**config.mk**
```make
export PLATFORM = sky130hd
export DESIGN_NAME = sar_adc_ctrl
export DESIGN_NICKNAME = d
export VERILOG_FILES = /design/src/rtl/sar_pkg.sv /design/src/rtl/sar_phase_ctrl.sv /design/src/rtl/sar_trial_reg.sv /design/src/rtl/sar_adc_ctrl.sv
export SDC_FILE = /design/constraint.sdc
export NUM_CORES = 1
export LEC_CHECK = 0
export BUFFER_PORTS_ARGS = -buffer_cell sky130_fd_sc_hd__buf_4
export CAP_MARGIN = 40
export CORE_ASPECT_RATIO = 1.4
export CORE_MARGIN = 4
export CORE_UTILIZATION = 40
export CTS_CLUSTER_SIZE = 28
export DETAILED_ROUTE_END_ITERATION = 12
export PLACE_DENSITY = 0.58
export SETUP_SLACK_MARGIN = 0.5
export SYNTH_ARGS = -nofsm -noshare
export SYNTH_HDL_FRONTEND = slang
export SYNTH_SLANG_ARGS = --single-unit
```
**constraint.sdc**
```tcl
create_clock -name clk -period 1.8 [get_ports clk]
set_input_delay 0.36 -clock clk [delete_from_list [all_inputs] [get_ports clk]]
set_output_delay 0.36 -clock clk [all_outputs]
set_load 0.005 [all_outputs]
```
**src/rtl/sar_pkg.sv**
```systemverilog
// Shared types for the successive approximation controller.
// Assumes nothing beyond a single clock domain.
package sar_pkg;
    typedef enum logic [1:0] {
        PH_IDLE   = 2'd0,
        PH_SAMPLE = 2'd1,
        PH_TRIAL  = 2'd2
    } sar_phase_e;
endpackage

```
**src/rtl/sar_phase_ctrl.sv**
```systemverilog
// Phase sequencer: idle, fixed sample phase, then one trial per bit.
// Assumes SAMPLE_CYCLES >= 1 and DATA_W >= 2. Every move waits on clk_en.
module sar_phase_ctrl
    import sar_pkg::*;
#(
    parameter int DATA_W        = 8,
    parameter int SAMPLE_CYCLES = 2,
    localparam int IDX_W        = $clog2(DATA_W),
    localparam int CNT_W        = $clog2(SAMPLE_CYCLES + 1)
) (
    input  logic             clk,
    input  logic             rst_n,
    input  logic             clk_en,
    input  logic             start,
    output sar_phase_e       phase,
    output logic             accept,
    output logic             load_msb,
    output logic             step,
    output logic [IDX_W-1:0] bit_idx,
    output logic             last
);
    localparam logic [CNT_W-1:0] LAST_CNT = CNT_W'(SAMPLE_CYCLES - 1);
    localparam logic [IDX_W-1:0] IDX_TOP  = IDX_W'(DATA_W - 1);

    logic [CNT_W-1:0] samp_cnt;

    // Decode the one-cycle control strobes for the register stage
    always_comb begin
        accept   = clk_en && start && (phase == PH_IDLE);
        load_msb = clk_en && (phase == PH_SAMPLE) && (samp_cnt == LAST_CNT);
        step     = clk_en && (phase == PH_TRIAL);
        last     = (bit_idx == '0);
    end

    // Phase, sample counter and bit index update on enabled edges
    always_ff @(posedge clk) begin
        if (!rst_n) begin
            phase    <= PH_IDLE;
            samp_cnt <= '0;
            bit_idx  <= '0;
        end else begin
            case (phase)
                PH_IDLE: begin
                    if (accept) begin
                        phase    <= PH_SAMPLE;
                        samp_cnt <= '0;
                    end
                end
                PH_SAMPLE: begin
                    if (clk_en) begin
                        if (samp_cnt == LAST_CNT) begin
                            phase   <= PH_TRIAL;
                            bit_idx <= IDX_TOP;
                        end else begin
                            samp_cnt <= samp_cnt + 1'b1;
                        end
                    end
                end
                PH_TRIAL: begin
                    if (clk_en) begin
                        if (last) begin
                            phase <= PH_IDLE;
                        end else begin
                            bit_idx <= bit_idx - 1'b1;
                        end
                    end
                end
                default: phase <= PH_IDLE;
            endcase
        end
    end
endmodule

```
**src/rtl/sar_trial_reg.sv**
```systemverilog
// Trial register and result latch. Applies each comparator decision to
// the bit under test and latches the final code with a one-cycle strobe.
// Assumes strobes come from sar_phase_ctrl and are already gated by clk_en.
module sar_trial_reg #(
    parameter int DATA_W = 8,
    localparam int IDX_W = $clog2(DATA_W)
) (
    input  logic              clk,
    input  logic              rst_n,
    input  logic              accept,
    input  logic              load_msb,
    input  logic              step,
    input  logic [IDX_W-1:0]  bit_idx,
    input  logic              last,
    input  logic              cmp_in,
    output logic [DATA_W-1:0] trial,
    output logic [DATA_W-1:0] result,
    output logic              done
);
    localparam logic [DATA_W-1:0] MSB_ONLY = {1'b1, {(DATA_W-1){1'b0}}};

    // Trial code: clear on accept, seed the top bit, then resolve bit by bit
    always_ff @(posedge clk) begin
        if (!rst_n) begin
            trial <= '0;
        end else if (accept) begin
            trial <= '0;
        end else if (load_msb) begin
            trial <= MSB_ONLY;
        end else if (step) begin
            trial[bit_idx] <= cmp_in;
            if (!last) begin
                trial[bit_idx - 1'b1] <= 1'b1;
            end
        end
    end

    // Result latch and completion strobe on the final trial
    always_ff @(posedge clk) begin
        if (!rst_n) begin
            result <= '0;
            done   <= 1'b0;
        end else begin
            done <= step && last;
            if (step && last) begin
                result <= {trial[DATA_W-1:1], cmp_in};
            end
        end
    end
endmodule

```
**src/rtl/sar_adc_ctrl.sv**
```systemverilog
// Top of the successive approximation controller. Joins the phase
// sequencer and the trial register and decodes the phase outputs.
// Assumes the external DAC and comparator settle within one enabled step.
module sar_adc_ctrl
    import sar_pkg::*;
#(
    parameter int DATA_W        = 8,
    parameter int SAMPLE_CYCLES = 2
) (
    input  logic              clk,
    input  logic              rst_n,
    input  logic              clk_en,
    input  logic              start,
    input  logic              cmp_in,
    output logic              sample_hold,
    output logic [DATA_W-1:0] dac_code,
    output logic              busy,
    output logic              done,
    output logic [DATA_W-1:0] result
);
    localparam int IDX_W = $clog2(DATA_W);

    sar_phase_e       phase;
    logic             accept;
    logic             load_msb;
    logic             step;
    logic             last;
    logic [IDX_W-1:0] bit_idx;

    sar_phase_ctrl #(
        .DATA_W        (DATA_W),
        .SAMPLE_CYCLES (SAMPLE_CYCLES)
    ) u_phase (
        .clk      (clk),
        .rst_n    (rst_n),
        .clk_en   (clk_en),
        .start    (start),
        .phase    (phase),
        .accept   (accept),
        .load_msb (load_msb),
        .step     (step),
        .bit_idx  (bit_idx),
        .last     (last)
    );

    sar_trial_reg #(
        .DATA_W (DATA_W)
    ) u_reg (
        .clk      (clk),
        .rst_n    (rst_n),
        .accept   (accept),
        .load_msb (load_msb),
        .step     (step),
        .bit_idx  (bit_idx),
        .last     (last),
        .cmp_in   (cmp_in),
        .trial    (dac_code),
        .result   (result),
        .done     (done)
    );

    // Decode externally visible phase flags
    always_comb begin
        sample_hold = (phase == PH_SAMPLE);
        busy        = (phase != PH_IDLE);
    end
endmodule

```
==> results.md, run 1 <==
- The final weighted congestion of routability-driven global placement is 0.742.
- The number of antenna diodes in the final layout is 0.
- The detailed router's first-iteration violation count is 10.
- Counting flops with a built-in enable in the synthesized netlist gives 0.
- The initial standard-cell utilization of the core is 0.423.
- At the pin with the least slew margin, the transition time is 0.343 ns.
- In this run the count of I/O pins placed on the die edge is 24.
- The clock buffer count from CTS is 3.
- The parity-gate share of the synthesized area counting xor and xnor cells is 0.0141.
- The number of antenna violations at the first check in global routing is 0.
- The worst setup path is launched from a register.
- VDD sags by at most 0.622 mV.
- Leaving out fill and tap cells, the most frequent cell in the layout is buf_4.
- The first global-routing pass estimated 5150 µm of wire.
- The tool flagged a number of max-cap violations equal to 0.
- The commonest register cell after synthesis is dfxtp_1.
- For this run, the total global-route usage over all layers was measured as 0.174.
- From synthesis to final layout, the design area changed by 47.7%.
- The HPWL after detailed placement is 1990 µm.
- Setup repair after global routing could not meet its margin everywhere.
- The number of global-route vias before repair is 1,078.
- The number of synthesized register bits is 24.
- The TritonCTS sink count is 24.
- Static timing analysis puts the maximum clock frequency at 0.719 GHz.
- Summed over all layers, the routed wires come to 3150 µm.
- The clock skew after layout is 0.00202 ns.
- The number of H-tree levels is 1.
- The biggest area consumer among synthesized cells is dfxtp_1.
- The area fraction in and, or, nand and nor cells after synthesis is 0.269.
- The flow ran to the end, and the final reports show no timing, DRC or antenna violations.
- The post-synthesis average cell area is 9.20 µm².
- Setup total negative slack on the finished layout was measured at 0 ns.
- The horizontal die dimension is 55.1 µm.
- The average vias per placed instance is 5.31.
- The share of synthesized area in the top cell type comes to 0.387.
- The clock passes through at most 2 buffers.
- The distinct cell type count after synthesis is 33.
- The multiplexer share of the synthesized area is 0.145.
- Ranked by total cell area, the synthesized netlist is headed by dfxtp_1, mux2i_1, nor2b_1.
- Headroom to the max-slew limit came out at 0.769.
- The number of filler instances in the final layout is 277.
- At the worst endpoint, the required time is 1.97 ns.
- The cell leakage power is 0.739 nW.
- The post-detailed-route count of antenna-violating nets is 0.
- Dividing the detail-routed wire length by the instance count gives 15.5 µm.
- Clock-pin slew was measured on the worst setup and hold paths at 0.09 ns.
- The share of the yosys chip area belonging to registers is 0.387.
- The floorplan die height is 73.9 µm.
- In this run the clock root is driven by a clkbuf_8.
- The type of destination of the critical path is a register.
- The worst hold path belongs to the class in -> reg.
- Counting every net in the synthesized netlist gives 143.
- The shortest period the worst path allows is 1.39 ns.
- The overall via count from detail_route is 1,083.
- For this design the ratio of total power to cell area is 602 nW/µm².
- The post-synthesis adder-cell area fraction is 0.0302.
- The main combinational cell family by area after synthesis is simple AND/OR/NAND/NOR gates.
- At the end of the flow, the number of nets in the layout was 176.
- The setup-violating endpoint count in the final report is 0.
- The share of the synthesized area in compound gates (AO/OA/AOI/OAI) is 0.101.
- The start-to-end type of the worst setup path is reg -> reg.
- The post-layout instance count excluding filler cells is 204.
- Before antenna repair, the detailed router went through 5 iterations.
- For this run, design rule violations remaining after detail routing come to 0.
- The clock latency on the worst-skew pair is 0.27 ns.
- After technology mapping, the gate count stands at 135.
- Of the cells placed in the final design, the portion with a size suffix greater than 1 is 0.473.
- In this run the cell area of the synthesized design comes to 1240 µm².
- The die covers 4070 µm².
- The data arrival time at the worst-slack endpoint is 1.56 ns.
- For this run, the number of Yosys warnings is 0.
- Including well taps, the total number of placed cells is 187.
- The fraction of synthesis flops using an asynchronous set or reset pin is 0.
- The post-route clock period utilization is 0.773.
- After floorplanning, the core was divided into 23 placement rows.
- TritonCTS built the clock tree.
- The total count of hold-check failures in the final report is 0.
- The max-slew violation count came to 0.
- The library cells used most frequently in the layout, excluding fill and tap cells, are buf_4, mux2i_1, dfxtp_1.
- The floorplan step defined a core boundary enclosing 2940 µm².
- The biggest fanout along the worst timing path is 8.
- In this run the tool buffered the top-level ports with 23 buffer cells.
- The sum of overflow across all layers after global routing is 0.
- The maximum number of pins on one net before global-route repair is 18.
[state kept, by name (all words and copies together), names as in the netlist]
register,count
u_phase.bit_idx,3
u_phase.phase,2
u_phase.samp_cnt,2
u_reg.done,1
u_reg.result,8
u_reg.trial,8
[layout make-up]
cell class                      instances  area [µm²]  share of cell area
Inverter                                6        35.0              0.0191
Clock inverter                          1        30.0              0.0164
Timing Repair Buffer                   36         314               0.171
Tap cell                               37        46.3              0.0252
Multi-Input combinational cell         97         868               0.473
Clock buffer                            3        41.3              0.0225
Sequential cell                        24         500               0.273
[kinds of logic (layout without fill, tap and decap cells)]
family,after synthesis,after routing
and+or+nand+nor,56,56
DFF,24,24
AOI/OAI and AO/OA,18,18
muxes,18,18
buffers and inverters,14,46
adders and majority gates,3,3
xor gates and xnor gates,2,2
[synth_stat cells, drive strengths merged (2+ instances only)]
master	n
a21oi	10
a31oi	2
and3	2
and3b	2
buf	4
clkbuf	4
dfxtp	24
ha	3
inv	6
mux2i	18
nand2	8
nand2b	4
nand3	7
nand4	2
nor2	7
nor2b	13
nor3	4
nor3b	2
nor4	2
o21ai	2
[final timing paths]
path,start,to,slack (ns),cells after the start
worst max register to register,u_phase.phase[0]$_SDFFE_PN0P_,u_reg.trial[4]$_SDFFE_PP0P_,0.41,5
worst min register to register,u_phase.phase[1]$_SDFFE_PN0P_,u_phase.phase[0]$_SDFFE_PN0P_,0.48,1
worst max-delay path,u_phase.phase[0]$_SDFFE_PN0P_,u_reg.trial[4]$_SDFFE_PP0P_,0.41,5
worst min-delay path,rst_n,u_phase.bit_idx[2]$_SDFFE_PN0P_,0.42,3
[per-stage QoR]
| step | utilization | hold slack (ns) | power (mW) | setup WS (ns) | area (µm²) |
|---|---|---|---|---|---|
| final | 0.625 | 0.422 | 1.11 | 0.408 | 1840 |
| after global routing | 0.625 | 0.432 | 1.14 | 0.352 | 1840 |
| after CTS | 0.603 | 0.420 | 1.11 | 0.437 | 1770 |
| after detailed placement | 0.506 | 0.508 | 0.622 | 0.222 | 1490 |
| after global placement | 0.506 | 0.500 | 0.620 | 0.271 | 1490 |
| after floorplan | - | 0.480 | 0.605 | 0.492 | 1330 |
[per-layer routing]
layer / vias up / global-route usage / share of wire
li1: 532 / - / -
met1: 515 / 0.205 / 0.41
met2: 26 / 0.309 / 0.54
met3: 10 / 0.0301 / 0.032
met4: 0 / 0.0568 / 0.023
met5: - / 0 / 0
[power by group]
| group | internal [mW] | switching (mW) | leakage (nW) |
|---|---|---|---|
| Sequential | 0.527 | 0.00755 | 0.198 |
| Clock | 0.297 | 0.176 | 0.0357 |
| Combinational | 0.0515 | 0.0461 | 0.505 |
| Total | 0.876 | 0.229 | 0.739 |
[critical path, stage by stage, from the launching register on]
cell and delay, ns:
dfxtp_4 0.39, buf_6 0.13, and4bb_2 0.32, and3_4 0.20
mux2i_1 0.18, a21oi_1 0.08
[timing repair]
action                     CTS  global route
gates resized for setup     27            15
setup buffers               12             1
hold buffers                 0             0
pin swaps                   13            14
cloned                       0             0
setup endpoints to repair   23            24
(Power assumes the default switching activity.)
==> inputs of run 2 (changes only) <==
- clock period: 1.8 -> 1.4 ns (I/O delays scaled with it)
==> results.md, run 2 (same netlist as run 1, synthesis figures left out) <==
- The clock latency on the worst-skew pair is 0.27 ns.
- Tracing the worst setup path back leads to its startpoint at u_phase.phase[1]$_SDFFE_PN0P_.
- STA puts the critical path data arrival time at 1.07 ns.
- The worst hold path class is in -> reg.
- Setup repair after global routing could not meet its margin everywhere.
- Entering global routing, the biggest net connects 18 pins.
- The clock net in this run drives a total of 24 sinks.
- Along the worst path, the maximum fanout reaches 3.
- Across the routed clock network, the largest skew measured is 0.00185 ns.
- The sum of overflow across all layers after global routing is 0.
- The max-capacitance violation count is 0.
- For this run, design rule violations remaining after detail routing come to 0.
- For the pin with the worst max-slew slack, the measured transition is 0.346 ns.
- The congestion estimate from routability-driven global placement came to 0.906.
- The overall via count from detail_route is 1,121.
- The placement row count is 23.
- The number of buffers between clock root and the deepest sink is 2.
- Fill cells in the final layout number 247.
- In this run, the number of DRC markers left after iteration 0 of detailed routing was 20.
- The post-layout instance count excluding filler cells is 216.
- The tree is rooted in a clkbuf_8.
- The number of H-tree levels is 1.
- In this run the power density over the cells is 651 nW/µm².
- In the layout the commonest cells are buf_4, buf_6, dfxtp_2.
- Setup violations remaining at the end of the flow were counted as 0.
- The number of search-and-repair iterations in the first detailed-routing pass is 4.
- Of the cells placed in the final design, the portion with a size suffix greater than 1 is 0.626.
- Using the TritonRoute via totals, the vias-per-cell ratio works out to 5.19.
- TritonCTS built the clock tree.
- The worst reg-to-reg path cell count is 4.
- The worst vdd rail ir drop is 0.726 mV.
- In this run, CTS created clock tree buffers numbering 3.
- The initial utilization of the core area, before any placement, comes to 0.423.
- The max-slew violation count is 0.
- The critical path startpoint category is a register.
- The total negative slack for setup checks is 0 ns.
- Across the whole layout, storage elements account for 517 µm².
- The horizontal die dimension is 55.1 µm.
- The number of antenna repair diodes is 0.
- The area of the die is 4070 µm².
- Hold repair after CTS inserted 0 buffers.
- The largest registers in the layout are u_reg.result x8, u_reg.trial x8, u_phase.bit_idx x3.
- In the final routed layout, each cell accounts on average for 15.1 µm.
- Leaving out fill and tap cells, the most frequent cell in the layout is buf_4.
- In this run the vertical extent of the chip is 73.9 µm.
- The total count of hold-check failures in the final report is 0.
- Counting instances, the worst hold path has a depth of 3.
- The wire length of the first global-routing pass is 5550 µm.
- The run finished with clean final reports.
- After legalization and detailed placement, the total HPWL measured 2230 µm.
- The cell leakage power is 0.823 nW.
- The headroom to the max-slew limit is 0.767.
- The multi-input combinational cells in the finished layout cover a total of 885 µm².
- The worst endpoint required time is 1.12 ns.
- The maximum achievable frequency is 0.741 GHz.
- The area growth from synthesis to layout is 60.7%.
- The critical path is of the reg -> out type.
- In the finished design, the share of the clock period the worst path needs comes to 0.964.
- STA classifies the critical path endpoint as an output port.
- The area inside the core boundary is 2940 µm².
- The count of buffers added on input and output ports is 23.
- 24 I/O pins were placed.
- The worst hold path begins at rst_n.
- The number of antenna violations at the first check in global routing was 0.
- The endpoint identified for the worst register-to-register timing path is u_reg.trial[0]$_SDFFE_PP0P_.
- Across every metal layer, demand over resource in global routing totals 0.186.
- The net count of the finished layout is 188.
- The number of global-route vias before repair is 1,156.
- The shortest period the worst path allows is 1.35 ns.
- The worst hold path terminates at u_reg.trial[7]$_SDFFE_PP0P_.
- The detail route stage leaves a number of antenna-violating nets equal to 0.
- After clock tree synthesis, the clock-pin slew on the worst setup and hold paths is 0.09 ns.
- Once placement completed, the tool counted placed cells totaling 196.
- The beginning of the worst register-to-register path is u_phase.phase[0]$_SDFFE_PN0P_.
- The setup check on the worst reg-to-reg path leaves a slack of 0.06 ns.
- The detailed-route wire length is 3250 µm.
[run 2: cell count changes in the layout (fill, tap and decap cells not counted), sizes merged]
cell    delta
bufinv     -1
clkbuf     +1
buf       +12
[run 2: layout make-up]
type	count	share of cell area
Clock buffer	4	0.0276
Inverter	6	0.0175
Multi-Input combinational cell	97	0.443
Sequential cell	24	0.259
Tap cell	37	0.0232
Timing Repair Buffer	48	0.230
[run 2: repair_timing]
action	in CTS	in global routing
pin swaps	14	4
gates resized for setup	55	11
buffers inserted	13	3
setup endpoints to repair	43	43
[run 2: worst max-delay path, stage by stage, from the launching register on]
cell,delay (ns)
dfxtp_4,0.36
buf_6,0.12
or2_4,0.22
buf_6,0.11
[run 2: power breakdown]
group	switching [mW]	internal, mW	total [mW]	leakage, nW
combinational	0.0592	0.0651	0.124	0.588
sequential	0.0119	0.682	0.693	0.206
clock	0.230	0.251	0.482	0.0288
total	0.301	0.998	1.30	0.823
[run 2: layer usage]
metal | vias to the layer above | wire [µm] | GRT usage
li1 | 562 | - | -
met1 | 523 | 1330 | 0.234
met2 | 30 | 1730 | 0.300
met3 | 6 | 139 | 0.0461
met4 | 0 | 63 | 0.0730
met5 | - | 0 | 0
[run 2: worst max path at each step]
stage,endpoint,slack [ns]
final,busy,0.05
after global routing,u_reg.trial[0]$_SDFFE_PP0P_,-0.01
after CTS,busy,0.05
after detailed placement,u_reg.trial[0]$_SDFFE_PP0P_,-0.02
after global placement,u_reg.trial[0]$_SDFFE_PP0P_,-0.02
after floorplan,u_phase.bit_idx[1]$_SDFFE_PN0P_,0.09
[run 2: through the flow]
stage	total power, mW	setup WS [ns]	hold slack (ns)	area (µm²)	util
6_report	1.30	0.0500	0.347	2000	0.680
5_1_grt	1.36	-0.0125	0.348	2000	0.680
4_1_cts	1.30	0.0541	0.346	1930	0.657
3_5_place_dp	0.815	-0.0246	0.505	1610	0.547
3_3_place_gp	0.814	-0.0222	0.498	1610	0.547
2_1_floorplan	0.788	0.0929	0.400	1380	-
==> inputs of run 3 (changes only) <==
- ABC_AREA: unset -> 1
- PLACE_DENSITY: 0.58 -> 0.57
==> results.md, run 3 <==
- The total negative slack for setup checks is 0 ns.
- The clock root buffer master is clkbuf_8.
- On the critical path, the stage with the largest delay is an instance of dfxtp_4.
- The post-layout instance count excluding filler cells is 286.
- The share of the synthesized area in the top cell type is 0.358.
- The largest single stage delay on the critical path is 0.37 ns.
- The detailed router's first-iteration violation count is 38.
- The final routed wire length divided by cell count is 13.2 µm.
- The congestion estimate from routability-driven global placement came to 0.898.
- The sum of overflow across all layers after global routing is 0.
- Once detailed placement completed, the half-perimeter wirelength came to 2500 µm.
- The flow ran to the end, and the final reports show no timing, DRC or antenna violations.
- The family with the most delay on the worst path is flip-flops.
- By area the synthesized netlist is led by dfxtp_1, nand2_1, inv_1.
- Across the run, the number of max-cap violations was 0.
- The net count of the mapped netlist is 208.
- In this run, synthesis inferred 0 flip-flops with an integrated enable.
- The routed design has 3780 µm of wire.
- The first global-routing pass estimated 6470 µm of wire.
- STA classifies the critical path startpoint as a register.
- The start-to-end type of the worst setup path is reg -> reg.
- Setup repair after global routing could not meet its margin everywhere.
- In this run the vertical extent of the chip is 76.5 µm.
- The yosys synthesis warning count is 0.
- Measured against its own limit, the worst slew margin works out to 0.838.
- Dividing the synthesized area by the synthesized cell count gives 6.71 µm².
- The TritonCTS clock tree is built.
- The biggest fanout along the worst timing path is 4.
- In the final design database the tool counted 256 nets.
- The initial standard-cell utilization of the core is 0.421.
- The floorplan step defined a core boundary enclosing 3180 µm².
- The total count of hold-check failures in the final report is 0.
- In the synthesized netlist the dominant register cell turns out to be dfxtp_1.
- The finished cells cover 2050 µm².
- The placement row count is 24.
- The actual slew at the worst max-slew pin is 0.243 ns.
- The max-slew violation count is 0.
- Counting distinct cell types in the post-synthesis netlist gives 21.
- The post-route clock period utilization is 0.931.
- The number of hold buffers added after cts is 0.
- The horizontal die dimension is 56.9 µm.
- After synthesis, the share of flip-flops with an asynchronous set or reset is 0.
- The number of antenna repair diodes is 0.
- Measured on the finished design, the core utilization comes to 0.645.
- The number of buffers between clock root and the deepest sink is 2.
- The number of global-route vias before repair was 1,476.
- Counting flops and latches in the post-synthesis netlist gives 24.
- For the worst-skew pair, the clock arrives at the later sink with an insertion delay of 0.27 ns.
- The worst hold path class is in -> reg.
- The data arrival time at the worst-slack endpoint is 1.51 ns.
- For this run, design rule violations remaining after detail routing come to 0.
- VDD sags by at most 0.474 mV.
- In the layout the commonest cells are buf_4, nand2_1, inv_1.
- The number of buffers and inverters on the critical path is 4.
- In the final layout, the registers with the most flip-flops are u_reg.result x8, u_reg.trial x8, u_phase.bit_idx x3.
- The clock input transition at the sequential cells of the worst setup and hold paths is 0.09 ns.
- The post-detailed-route count of antenna-violating nets is 0.
- The count of buffers from port buffering is 23.
- The setup-violating endpoint count in the final report is 0.
- The maximum number of pins on one net before global-route repair is 15.
- The number of antenna violations at the first check in global routing is 0.
- Power spread over the standard cell area amounts to 638 nW/µm².
- The TritonCTS sink count is 24.
- The total routing usage reported by global routing is 0.183.
- In the routed layout, each cell is associated on average with a via count of 4.98.
- The commonest cells after synthesis are nand2_1, inv_1, dfxtp_1.
- The first TritonRoute pass finished after 5 iterations.
- The area of the die is 4360 µm².
- Across the routed clock network, the largest skew measured is 0.00737 ns.
- The area growth from synthesis to layout is 53.1%.
- The leading cell type in the layout, fill and taps excluded is buf_4.
- The cell area after synthesis is 1340 µm².
- In the synthesized netlist, the number of instances is 200.
- The placed instances occupy a cell area of 1600 µm².
- For this design the static power due to leakage is 0.937 nW.
- Clock tree synthesis inserted a total of 3 buffers.
- The worst endpoint required time is 1.60 ns.
- In the final layout, the share of cells above drive strength 1 is 0.506.
- STA classifies the critical path endpoint as a register.
- Based on the critical path, the design can be clocked at up to 0.768 GHz.
- The cell repeated most along the worst path is nor2_4.
- Counting tap cells, the placed design contains a total of 261 instances.
- For this run, the register share of the synthesized area comes to 0.358.
- Summed over all instances, the cell type with the most area after synthesis is dfxtp_1.
- CTS built an H-tree with a depth of 1.
- Across all layers, the routed design uses 1,425 vias.
- The internal reg-to-reg setup slack is 0.1 ns.
- The shortest period the worst path allows is 1.30 ns.
- Pin placement for this block handled 24 I/O pins.
- Traced cell by cell, the critical path runs through inv_8 -> ha_4 -> inv_2 -> nor2_4 -> inv_4 -> buf_12 -> nor2_4 -> o21ai_0 -> a21oi_1.
- The most common cell in the synthesized netlist is nand2_1.
## run 3: changes by cell type after synthesis, sizes merged, moves of 3 or more
cell    change
mux2i      -18
nand2b      -4
clkbuf      -4
nand3      +11
a21oi       +5
nand2      +31
nor2b      -13
nor2       +20
nand4       +7
buf         +3
inv        +31
o21ai      +14
nor3        -4
## run 3: worst paths after layout
path / start / end / cells after the start
max: u_phase.bit_idx[0]$_SDFFE_PN0P_ / u_reg.result[1]$_SDFFE_PN0P_ / 9
min: rst_n / u_reg.result[4]$_SDFFE_PN0P_ / 3
max reg2reg: u_phase.bit_idx[0]$_SDFFE_PN0P_ / u_reg.result[1]$_SDFFE_PN0P_ / 9
min reg2reg: u_reg.result[2]$_SDFFE_PN0P_ / u_reg.result[2]$_SDFFE_PN0P_ / 2
## run 3: area by class of cell
class / count / area, µm²
sequential: 24 / 515
timing repair buffer: 49 / 457
fill: 293 / 1130
multi-input combinational: 133 / 823
inverter: 37 / 154
tap: 39 / 48.8
clock buffer: 4 / 55.1
## run 3: layer usage
layer | part of all wire | track usage | vias up
met5 | 0 | 0 | -
met4 | 0.022 | 0.0766 | 0
met3 | 0.029 | 0.0220 | 8
met2 | 0.54 | 0.338 | 32
met1 | 0.41 | 0.202 | 651
li1 | - | - | 734
## run 3: kinds of logic (layout without fill, tap and decap cells)
logic type | Yosys count | after routing | synth area share
and+or+nand+nor | 96 | 97 | 0.343
AOI/OAI and AO/OA | 33 | 33 | 0.127
adders and majority gates | 3 | 3 | 0.0280
DFF | 24 | 24 | 0.358
buffers and inverters | 44 | 90 | 0.144
## run 3: stage by stage
step | hold WS (ns) | power, mW | worst slack [ns]
3_3_place_gp | 0.451 | 0.798 | 0.0355
4_1_cts | 0.309 | 1.30 | 0.105
3_5_place_dp | 0.460 | 0.800 | 0.0303
2_1_floorplan | 0.418 | 0.766 | 0.135
6_report | 0.314 | 1.31 | 0.0972
5_1_grt | 0.325 | 1.36 | 0.0165
## run 3: what timing repair did
action	CTS	global route
pin swaps	11	9
gates cloned	1	0
buffers inserted	14	6
gates resized for setup	67	15
setup endpoints to repair	43	43
## run 3: worst reg2reg max path: stages, from the launching register on
cell and delay (ns):
dfxtp_4 0.37, inv_8 0.06, ha_4 0.13, inv_2 0.04, nor2_4 0.11, inv_4 0.07
buf_12 0.13, nor2_4 0.11, o21ai_0 0.09, a21oi_1 0.12
## run 3: power by group
part	internal, mW	leakage (nW)	switching, mW	total (mW)
logic	0.0575	0.703	0.0708	0.128
clock network	0.252	0.0288	0.236	0.488
registers	0.685	0.206	0.00988	0.694
